===== config.mk =====
export PLATFORM = sky130hd
export DESIGN_NAME = ptw_walker
export DESIGN_NICKNAME = d
export VERILOG_FILES = /design/src/rtl/ptw_pkg.sv /design/src/rtl/ptw_fsm.sv /design/src/rtl/ptw_addr_gen.sv /design/src/rtl/ptw_lo_fmt.sv /design/src/rtl/ptw_walker.sv
export SDC_FILE = /design/constraint.sdc
export NUM_CORES = 1
export LEC_CHECK = 0
export ABC_AREA = 1
export BUFFER_PORTS_ARGS = -buffer_cell sky130_fd_sc_hd__buf_2
export CORE_UTILIZATION = 43
export CTS_BUF_LIST = sky130_fd_sc_hd__clkbuf_4
export CTS_CLUSTER_SIZE = 12
export DETAILED_ROUTE_END_ITERATION = 10
export PLACE_DENSITY = 0.86
export SLEW_MARGIN = 10
export SYNTH_ARGS = -nofsm -noshare
export SYNTH_HDL_FRONTEND = slang
export SYNTH_SLANG_ARGS = --single-unit

===== constraint.sdc =====
create_clock -name clk -period 3.3 [get_ports clk]
set_clock_uncertainty 0.2 [all_clocks]
set_input_delay 0.33 -clock clk [delete_from_list [all_inputs] [get_ports clk]]
set_output_delay 0.33 -clock clk [all_outputs]
set_load 0.02 [all_outputs]

===== src/rtl/ptw_pkg.sv =====
package ptw_pkg;

  typedef enum logic [2:0] {
    ST_IDLE       = 3'd0,
    ST_FETCH_ROOT = 3'd1,
    ST_TEST_ROOT  = 3'd2,
    ST_FAULT      = 3'd3,
    ST_FETCH_LEAF = 3'd4,
    ST_WRITE_LO   = 3'd5,
    ST_FILL_TLB   = 3'd6,
    ST_RESUME     = 3'd7
  } walk_state_e;

endpackage


===== src/rtl/ptw_fsm.sv =====
module ptw_fsm
  import ptw_pkg::*;
(
  input  logic        clk,
  input  logic        rst_n,
  input  logic        miss,
  input  logic        ack,
  input  logic        root_valid,
  output walk_state_e state
);

  walk_state_e state_q, state_d;

  always_comb begin
    state_d = state_q;
    unique case (state_q)
      ST_IDLE:       if (miss) state_d = ST_FETCH_ROOT;
      ST_FETCH_ROOT: if (ack)  state_d = ST_TEST_ROOT;
      ST_TEST_ROOT:  state_d = root_valid ? ST_FETCH_LEAF : ST_FAULT;
      ST_FAULT:      state_d = ST_FAULT;
      ST_FETCH_LEAF: if (ack)  state_d = ST_WRITE_LO;
      ST_WRITE_LO:   state_d = ST_FILL_TLB;
      ST_FILL_TLB:   state_d = ST_RESUME;
      ST_RESUME:     state_d = ST_IDLE;
      default:       state_d = ST_IDLE;
    endcase
  end

  always_ff @(posedge clk or negedge rst_n) begin
    if (!rst_n) state_q <= ST_IDLE;
    else        state_q <= state_d;
  end

  assign state = state_q;

endmodule


===== src/rtl/ptw_addr_gen.sv =====
module ptw_addr_gen #(
  parameter int VA_W     = 32,
  parameter int PA_W     = 32,
  parameter int ROOT_LSB = 22,
  parameter int PAGE_LSB = 12,
  parameter int BASE_W   = 14,
  parameter int BYTE_SH  = 2
) (
  input  logic [VA_W-PAGE_LSB-1:0] vpn,
  input  logic [BASE_W-1:0]        leaf_base,
  input  logic                     pick_leaf,
  output logic [PA_W-1:0]          addr
);

  localparam int ROOT_IDX_W = VA_W - ROOT_LSB;
  localparam int LEAF_IDX_W = ROOT_LSB - PAGE_LSB;
  localparam int ROOT_USE_W = ROOT_IDX_W + BYTE_SH;
  localparam int LEAF_USE_W = BASE_W + LEAF_IDX_W + BYTE_SH;

  logic [ROOT_IDX_W-1:0] root_idx;
  logic [LEAF_IDX_W-1:0] leaf_idx;
  logic [PA_W-1:0]       root_addr;
  logic [PA_W-1:0]       leaf_addr;

  assign root_idx  = vpn[VA_W-PAGE_LSB-1 -: ROOT_IDX_W];
  assign leaf_idx  = vpn[LEAF_IDX_W-1:0];
  assign root_addr = {{(PA_W-ROOT_USE_W){1'b0}}, root_idx, {BYTE_SH{1'b0}}};
  assign leaf_addr = {{(PA_W-LEAF_USE_W){1'b0}}, leaf_base, leaf_idx, {BYTE_SH{1'b0}}};
  assign addr      = pick_leaf ? leaf_addr : root_addr;

endmodule


===== src/rtl/ptw_lo_fmt.sv =====
module ptw_lo_fmt #(
  parameter int DW      = 32,
  parameter int FRAME_W = 20,
  parameter int ATTR_W  = 4
) (
  input  logic [FRAME_W+ATTR_W-1:0] leaf,
  output logic [DW-1:0]             lo_word
);

  localparam int SRC_W = FRAME_W + ATTR_W;
  localparam int PAD_W = DW - SRC_W;

  // frame number moves to the top, attribute nibble follows, low byte cleared
  assign lo_word = {leaf[FRAME_W-1:0], leaf[SRC_W-1:FRAME_W], {PAD_W{1'b0}}};

endmodule


===== src/rtl/ptw_walker.sv =====
module ptw_walker
  import ptw_pkg::*;
#(
  parameter int VA_W      = 32,
  parameter int PA_W      = 32,
  parameter int DW        = 32,
  parameter int ROOT_LSB  = 22,
  parameter int PAGE_LSB  = 12,
  parameter int BASE_W    = 14,
  parameter int VALID_POS = 31,
  parameter int FRAME_W   = 20,
  parameter int ATTR_W    = 4,
  parameter int CREG_W    = 5,
  parameter int CREG_IDX  = 2
) (
  input  logic              clk,
  input  logic              rst_n,
  input  logic              miss_i,
  input  logic [VA_W-1:0]   vaddr_i,
  input  logic              mem_ack_i,
  input  logic [DW-1:0]     mem_rdata_i,
  output logic              mem_cyc_o,
  output logic              mem_stb_o,
  output logic              mem_we_o,
  output logic [DW/8-1:0]   mem_sel_o,
  output logic [PA_W-1:0]   mem_addr_o,
  output logic [DW-1:0]     mem_wdata_o,
  output logic              cop_sel_o,
  output logic              cop_move_o,
  output logic              cop_ret_o,
  output logic [CREG_W-1:0] cop_addr_o,
  output logic [DW-1:0]     cop_data_o,
  output logic              tlb_we_o,
  output logic              page_fault_o,
  output logic              stall_o
);

  localparam int SEL_W   = DW / 8;
  localparam int BYTE_SH = $clog2(SEL_W);
  localparam int KEEP_W  = FRAME_W + ATTR_W;
  localparam int VPN_W   = VA_W - PAGE_LSB;

  // reset: asserted at once, released after two clock edges
  logic [1:0] rst_pipe;
  logic       rst_q_n;

  always_ff @(posedge clk or negedge rst_n) begin
    if (!rst_n) rst_pipe <= 2'b00;
    else        rst_pipe <= {rst_pipe[0], 1'b1};
  end
  assign rst_q_n = rst_pipe[1];

  walk_state_e state;
  logic        reading;
  logic        capture;
  logic        root_valid_q;
  logic [KEEP_W-1:0] desc_q;
  logic [DW-1:0]     lo_word;
  logic [PA_W-1:0]   rd_addr;

  assign reading = (state == ST_FETCH_ROOT) || (state == ST_FETCH_LEAF);
  assign capture = reading && mem_ack_i;

  // descriptor capture: only the bits a later step consumes are kept
  always_ff @(posedge clk or negedge rst_q_n) begin
    if (!rst_q_n) begin
      root_valid_q <= 1'b0;
      desc_q       <= '0;
    end else if (capture) begin
      root_valid_q <= mem_rdata_i[VALID_POS];
      desc_q       <= mem_rdata_i[KEEP_W-1:0];
    end
  end

  logic rdata_unused;
  logic vaddr_unused;
  assign rdata_unused = ^mem_rdata_i;
  assign vaddr_unused = ^vaddr_i[PAGE_LSB-1:0];

  ptw_fsm u_fsm (
    .clk        (clk),
    .rst_n      (rst_q_n),
    .miss       (miss_i),
    .ack        (mem_ack_i),
    .root_valid (root_valid_q),
    .state      (state)
  );

  ptw_addr_gen #(
    .VA_W     (VA_W),
    .PA_W     (PA_W),
    .ROOT_LSB (ROOT_LSB),
    .PAGE_LSB (PAGE_LSB),
    .BASE_W   (BASE_W),
    .BYTE_SH  (BYTE_SH)
  ) u_addr (
    .vpn       (vaddr_i[VA_W-1 -: VPN_W]),
    .leaf_base (desc_q[BASE_W-1:0]),
    .pick_leaf (state == ST_FETCH_LEAF),
    .addr      (rd_addr)
  );

  ptw_lo_fmt #(
    .DW      (DW),
    .FRAME_W (FRAME_W),
    .ATTR_W  (ATTR_W)
  ) u_fmt (
    .leaf    (desc_q),
    .lo_word (lo_word)
  );

  // Moore outputs decoded from the state register
  assign stall_o      = (state != ST_IDLE);
  assign mem_cyc_o    = reading;
  assign mem_stb_o    = reading;
  assign mem_we_o     = 1'b0;
  assign mem_sel_o    = reading ? {SEL_W{1'b1}} : '0;
  assign mem_addr_o   = reading ? rd_addr : '0;
  assign mem_wdata_o  = '0;
  assign cop_move_o   = (state == ST_WRITE_LO);
  assign cop_ret_o    = (state == ST_RESUME);
  assign cop_sel_o    = cop_move_o || cop_ret_o;
  assign cop_addr_o   = cop_move_o ? CREG_W'(CREG_IDX) : '0;
  assign cop_data_o   = cop_move_o ? lo_word : '0;
  assign tlb_we_o     = (state == ST_FILL_TLB);
  assign page_fault_o = (state == ST_FAULT);

endmodule


== Word-level counts from Yosys, hierarchy flattened ==
Index checks and enable logic that the tools add are counted.

* Div/mod/pow operators: 0
* Reductions and logical operators: 6
* Equality and inequality tests: 10
* Multiply operators: 0
* Bitwise operators: 0
* Shift operators: 0
* Add/subtract/negate cells: 0
* Muxes and demuxes: 10
* $lt $le $gt $ge: 0

{| class="wikitable"
|+ Operators by type and width
! kind !! count
|-
| two-way mux 32 bit || 2
|-
| two-way mux 26 bit || 1
|-
| case mux 3 bit (8 select lines) || 1
|-
| equality test 3 bit (second input constant) || 4
|-
| two-way mux 3 bit || 4
|-
| equality test 3 x 2 -> 1 bit (second input constant) || 2
|-
| inequality test 2 bit (second input constant) || 3
|-
| two-way mux 4 bit || 1
|-
| equality test 3 x 1 -> 1 bit (second input constant) || 1
|-
| zero test 3 bit || 1
|-
| AND reduction 3 bit || 1
|-
| nonzero test 3 bit || 1
|-
| logical OR 1 bit || 2
|-
| two-way mux 2 bit || 1
|-
| logical AND 1 bit || 1
|}

* Memory bits (read-only): 0
* RAM bits: 0
* Latch bits: 0
* Register bits after elaboration: 30
* Memories: 0
* Output and inout bits: 114
* Input bits: 68

== Longest topological paths before layout ==
* Word-level depth: 3
* Gate-level depth with buffers: 7
* Mapped depth without buffers: 6

== Modules after synthesis ==
From an unflattened synthesis, not the netlist that was laid out.

* Cells, all modules: 444
* Area total of the unflattened synthesis: 2832.7 um^2

{| class="wikitable"
|+ Modules (own cells, without submodules)
! module !! area an instance (um^2) !! times used !! sequential area each (um^2) !! cells an instance
|-
| ptw_walker || 2074.5 || 1 || 675.6 || 310
|-
| ptw_addr_gen || 322.8 || 1 || 0.0 || 71
|-
| ptw_lo_fmt || 244.0 || 1 || 0.0 || 33
|-
| ptw_fsm || 191.4 || 1 || 75.1 || 30
|}

== Worst setup path before layout ==
Ideal clock, no wire load.

* Path type: reg2out
* Start: reg u_fsm.state_q[1] (netlist: u_fsm.state[1])
* End: out cop_data_o[11]
* Stages on the path, launching flop included: 7
* Setup slack: 1220 ps
* Data required time: 2770 ps
* Arrival: 1550 ps
* Cell sequence: dfrtp_1 inv_1 nand2_1 nor2_1 inv_2 buf_2 nor2_1

* Cells in the longest elaborated chain, start to end: 2

{| class="wikitable"
|+ RTL lines
! element !! line !! source
|-
| from (decl) || ptw_fsm.sv:12 || <nowiki>walk_state_e state_q, state_d;</nowiki>
|-
| from (signal assigned) || ptw_fsm.sv:31 || <nowiki>else state_q <= state_d;</nowiki>
|-
| equality test 3 bit || ptw_walker.sv:120 || <nowiki>assign cop_move_o = (state == ST_WRITE_LO);</nowiki>
|-
| via cop_move_o || ptw_walker.sv:29 || <nowiki>output logic cop_move_o,</nowiki>
|-
| two-way mux 32 bit || ptw_walker.sv:124 || <nowiki>assign cop_data_o = cop_move_o ? lo_word : '0;</nowiki>
|-
| to (decl) || ptw_walker.sv:32 || <nowiki>output logic [DW-1:0] cop_data_o,</nowiki>
|}

The timed path passes the listed nets, and every way through them passes these cells.

== Worst setup path in the final report ==
* Start: reg u_fsm.state_q[1] (netlist: u_fsm.state[1])
* End: out mem_sel_o[0]

* Cells in the longest elaborated chain, start to end: 3
* Elaborated cells between the ends (all ways): 4

{| class="wikitable"
|+ RTL lines
! element !! line !! source
|-
| equality test 3 x 1 -> 1 bit / equality test 3 bit (equally long branches) || ptw_walker.sv:61 || <nowiki>assign reading = (state == ST_FETCH_ROOT) || (state == ST_FETCH_LEAF);</nowiki>
|-
| logical OR 1 bit * || ptw_walker.sv:61 ||
|-
| two-way mux 4 bit * || ptw_walker.sv:117 || <nowiki>assign mem_sel_o = reading ? {SEL_W{1'b1}} : '0;</nowiki>
|-
| to (decl) || ptw_walker.sv:25 || <nowiki>output logic [DW/8-1:0] mem_sel_o,</nowiki>
|}

Every way passes the cells marked *; elsewhere a longest branch is shown, timed or not.

==> results by group <==
Route
  – Number of remaining DRC errors: 0
  – Final wirelength: 4840 um
  – Via Count: 2,013
  – DR pass1 iterations: 4
  – Iter 0 DRT Violations: 82
  – Routed Antenna Nets: 0
  – WL/cell: 10.2 um
  – Drt via density: 4.23

CTS
  – Clk sinks: 30
  – Worst-path clk slew: 0.11 ns
  – Clock latency at the later pin of the worst-skew pair: 0.33 ns
  – Clock Path Buffers: 2
  – CTS tree: yes
  – CTS Buf Count: 5
  – Root buffer cell: clkbuf_4
  – # H-tree levels: 2
  – Post-cts gate resize count: 0

Timing
  – Final Max Slew Viols: 0
  – Setup TNS Final: 0 ns
  – RSZ-0062 raised after global routing: no
  – Tcrit/Tclk final: 85.9%
  – Final setup fails: 0
  – Hold Fails Final Rpt: 0
  – Slew margin rel.: 58.9%
  – F_max: 353 MHz
  – Post-layout min period: 2.83 ns
  – Actual slew at the worst max-slew pin: 0.617 ns

Synthesis
  – Synth Instances: 310
  – Mapped cell area: 0.00216 mm2
  – Seq/Total Area, Yosys: 34.8%
  – Synthesized area per cell: 6.95 um2
  – Top-area cell type share of the netlist area: 34.8%
  – Yosys reg bits: 30
  – Area leader, netlist: dfrtp_1
  – Synth top area cells: dfrtp_1, buf_4, nand2_1
  – Yosys warning total: 0
  – Cell variety after synth: 20

Worst setup path
  – R2R cell count: 7
  – CP Launch Type: flip-flop
  – Critical Path Source: u_fsm.state[1]$_DFFE_PN0P_
  – R2R setup slack: 0.97 ns
  – Critical path type: reg -> out
  – Reg2reg end: u_fsm.state[0]$_DFFE_PN0P_
  – R2r startpoint: u_fsm.state[1]$_DFFE_PN0P_
  – Arr. time, crit path: 2.30 ns
  – Critical Path RT: 2.77 ns
  – Crit path max fanout: 26
  – Worst Setup End Kind: output port

Cells and area
  – Finished Cell Area: 0.00253 mm2
  – Area grow syn2layout: 17.2%
  – Nets: 476
  – Number of inserted diodes: 0
  – Fraction of layout cells with a size suffix above 1: 32.3%
  – Most frequent cells in the layout: buf_2, nand2_1, nor2_1
  – Commonest non-fill, non-tap cell in the layout: buf_2

Power
  – Sw frac: 54.5%
  – Clk pwr share: 9.9%
  – LEAKAGE: 1.63 nW
  – Combinational fraction of design power: 60.9%
  – Flop pwr share: 29.2%
  – Cell Pwr Density: 876 mW/mm2
  – Sw Pwr: 1.21 mW
  – Worst VDD drop: 0.567 mV
  – Internal: 1.01 mW

Global routing
  – Number of global-route vias before repair: 1,652
  – Total GRT Usage: 18.2%
  – Initial antenna violation count: 0
  – Gr ovfl total: 0
  – Pin count of the biggest net entering global routing: 29
  – First-pass GRT wire length: 7360 um

Die
  – Starting Density: 45.0%
  – Die H: 72.8 um
  – I/O pin count: 182
  – Die area: 0.00530 mm2
  – Core ar.: 0.00479 mm2
  – Row count: 25
  – Die X: 72.8 um

Placement
  – Gpl congestion: 0.846
  – IO Port Bufs: 109
  – Placed cell area: 0.00246 mm2
  – Dpl hpwl: 3590 um

Worst hold path
  – WHS Endpoint: desc_q[9]$_DFFE_PN0P_
  – Min-delay src: mem_rdata_i[9]
  – WHS Path Cells: 3
  – HP Class: in -> reg

Flow run
  – Max Cap Violations: 0

Run status
  – Status: completed
state kept, by name, indices dropped and copies added, names as in the netlist:
signal and count:
root_valid_q 1, rst_pipe 2, desc_q 24, u_fsm.state 3
final cells by class:
| type | count | area (um2) |
|---|---|---|
| Timing Repair Buffer | 111 | 563 |
| Clock buffer | 5 | 37.5 |
| Fill cell | 473 | 2260 |
| Sequential cell | 30 | 752 |
| Tap cell | 67 | 83.8 |
| Clock inverter | 3 | 21.3 |
| Inverter | 35 | 131 |
| Multi-Input combinational cell | 225 | 938 |
power by group through the flow:
stage	registers (mW)	clock network (mW)	logic [mW]
final	0.646	0.220	1.35
after CTS	0.646	0.228	1.36
after global placement	0.645	0	1.32
after floorplan	0.622	0	1.18
after detailed placement	0.652	0	1.36
after global routing	0.671	0.245	1.50
worst max path at each step:
stage / endpoint / slack, ns / depth (start not counted)
2_1_floorplan: cop_data_o[11] / 1.22 / 6
3_3_place_gp: mem_sel_o[1] / 0.88 / 5
3_5_place_dp: mem_sel_o[0] / 0.79 / 5
4_1_cts: mem_sel_o[0] / 0.42 / 5
5_1_grt: mem_sel_o[0] / 0.27 / 5
6_report: mem_sel_o[0] / 0.47 / 5
metal layers:
metal	global-route usage, %	vias to the layer above	routed length, um	part of all wire, %
met5	0	-	0	0
met4	5.66	0	39	0.81
met3	3.73	4	279	5.8
met2	34.0	93	2470	51
met1	20.8	904	2050	42
li1	-	1012	-	-
cell usage after synthesis, drive strengths merged:
cell / count
a21oi: 1
buf: 72
clkinv: 1
conb: 2
dfrtp: 30
inv: 34
nand2: 65
nand3: 29
nor2: 63
nor3: 1
o21a: 1
o21ai: 11
cells by family after synthesis:
| kind of cell | after synthesis | synth area share, % |
|---|---|---|
| simple gates | 158 | 30.3 |
| other cells | 2 | 0.348 |
| compound gates | 13 | 3.83 |
| flops | 30 | 34.8 |
| buf+inv | 107 | 30.7 |
critical path, cell delays in order (launching register included):
cell,delay (ns)
dfrtp_1,0.45
nor2_1,0.16
nand2_2,0.31
nand2_2,0.50
buf_4,0.34
buf_2,0.21
what timing repair did:
item	CTS	global route
endpoints found under the hold margin	2	0
hold buffers	1	0
buffers inserted	0	0
stage by stage:
step / util (%) / hold slack [ns] / std cells / power (mW) / setup slack, ns
global placement: 51.3 / -0.0790 / 467 / 1.96 / 0.876
finish: 52.8 / 0.0219 / 476 / 2.22 / 0.466
detailed placement: 51.3 / -0.0788 / 467 / 2.01 / 0.794
CTS: 52.8 / 0.00729 / 476 / 2.24 / 0.421
floorplan: - / -0.166 / 362 / 1.80 / 1.22
global route: 52.8 / 0.0132 / 476 / 2.42 / 0.272
No activity file was read; power rests on OpenSTA's default activity.
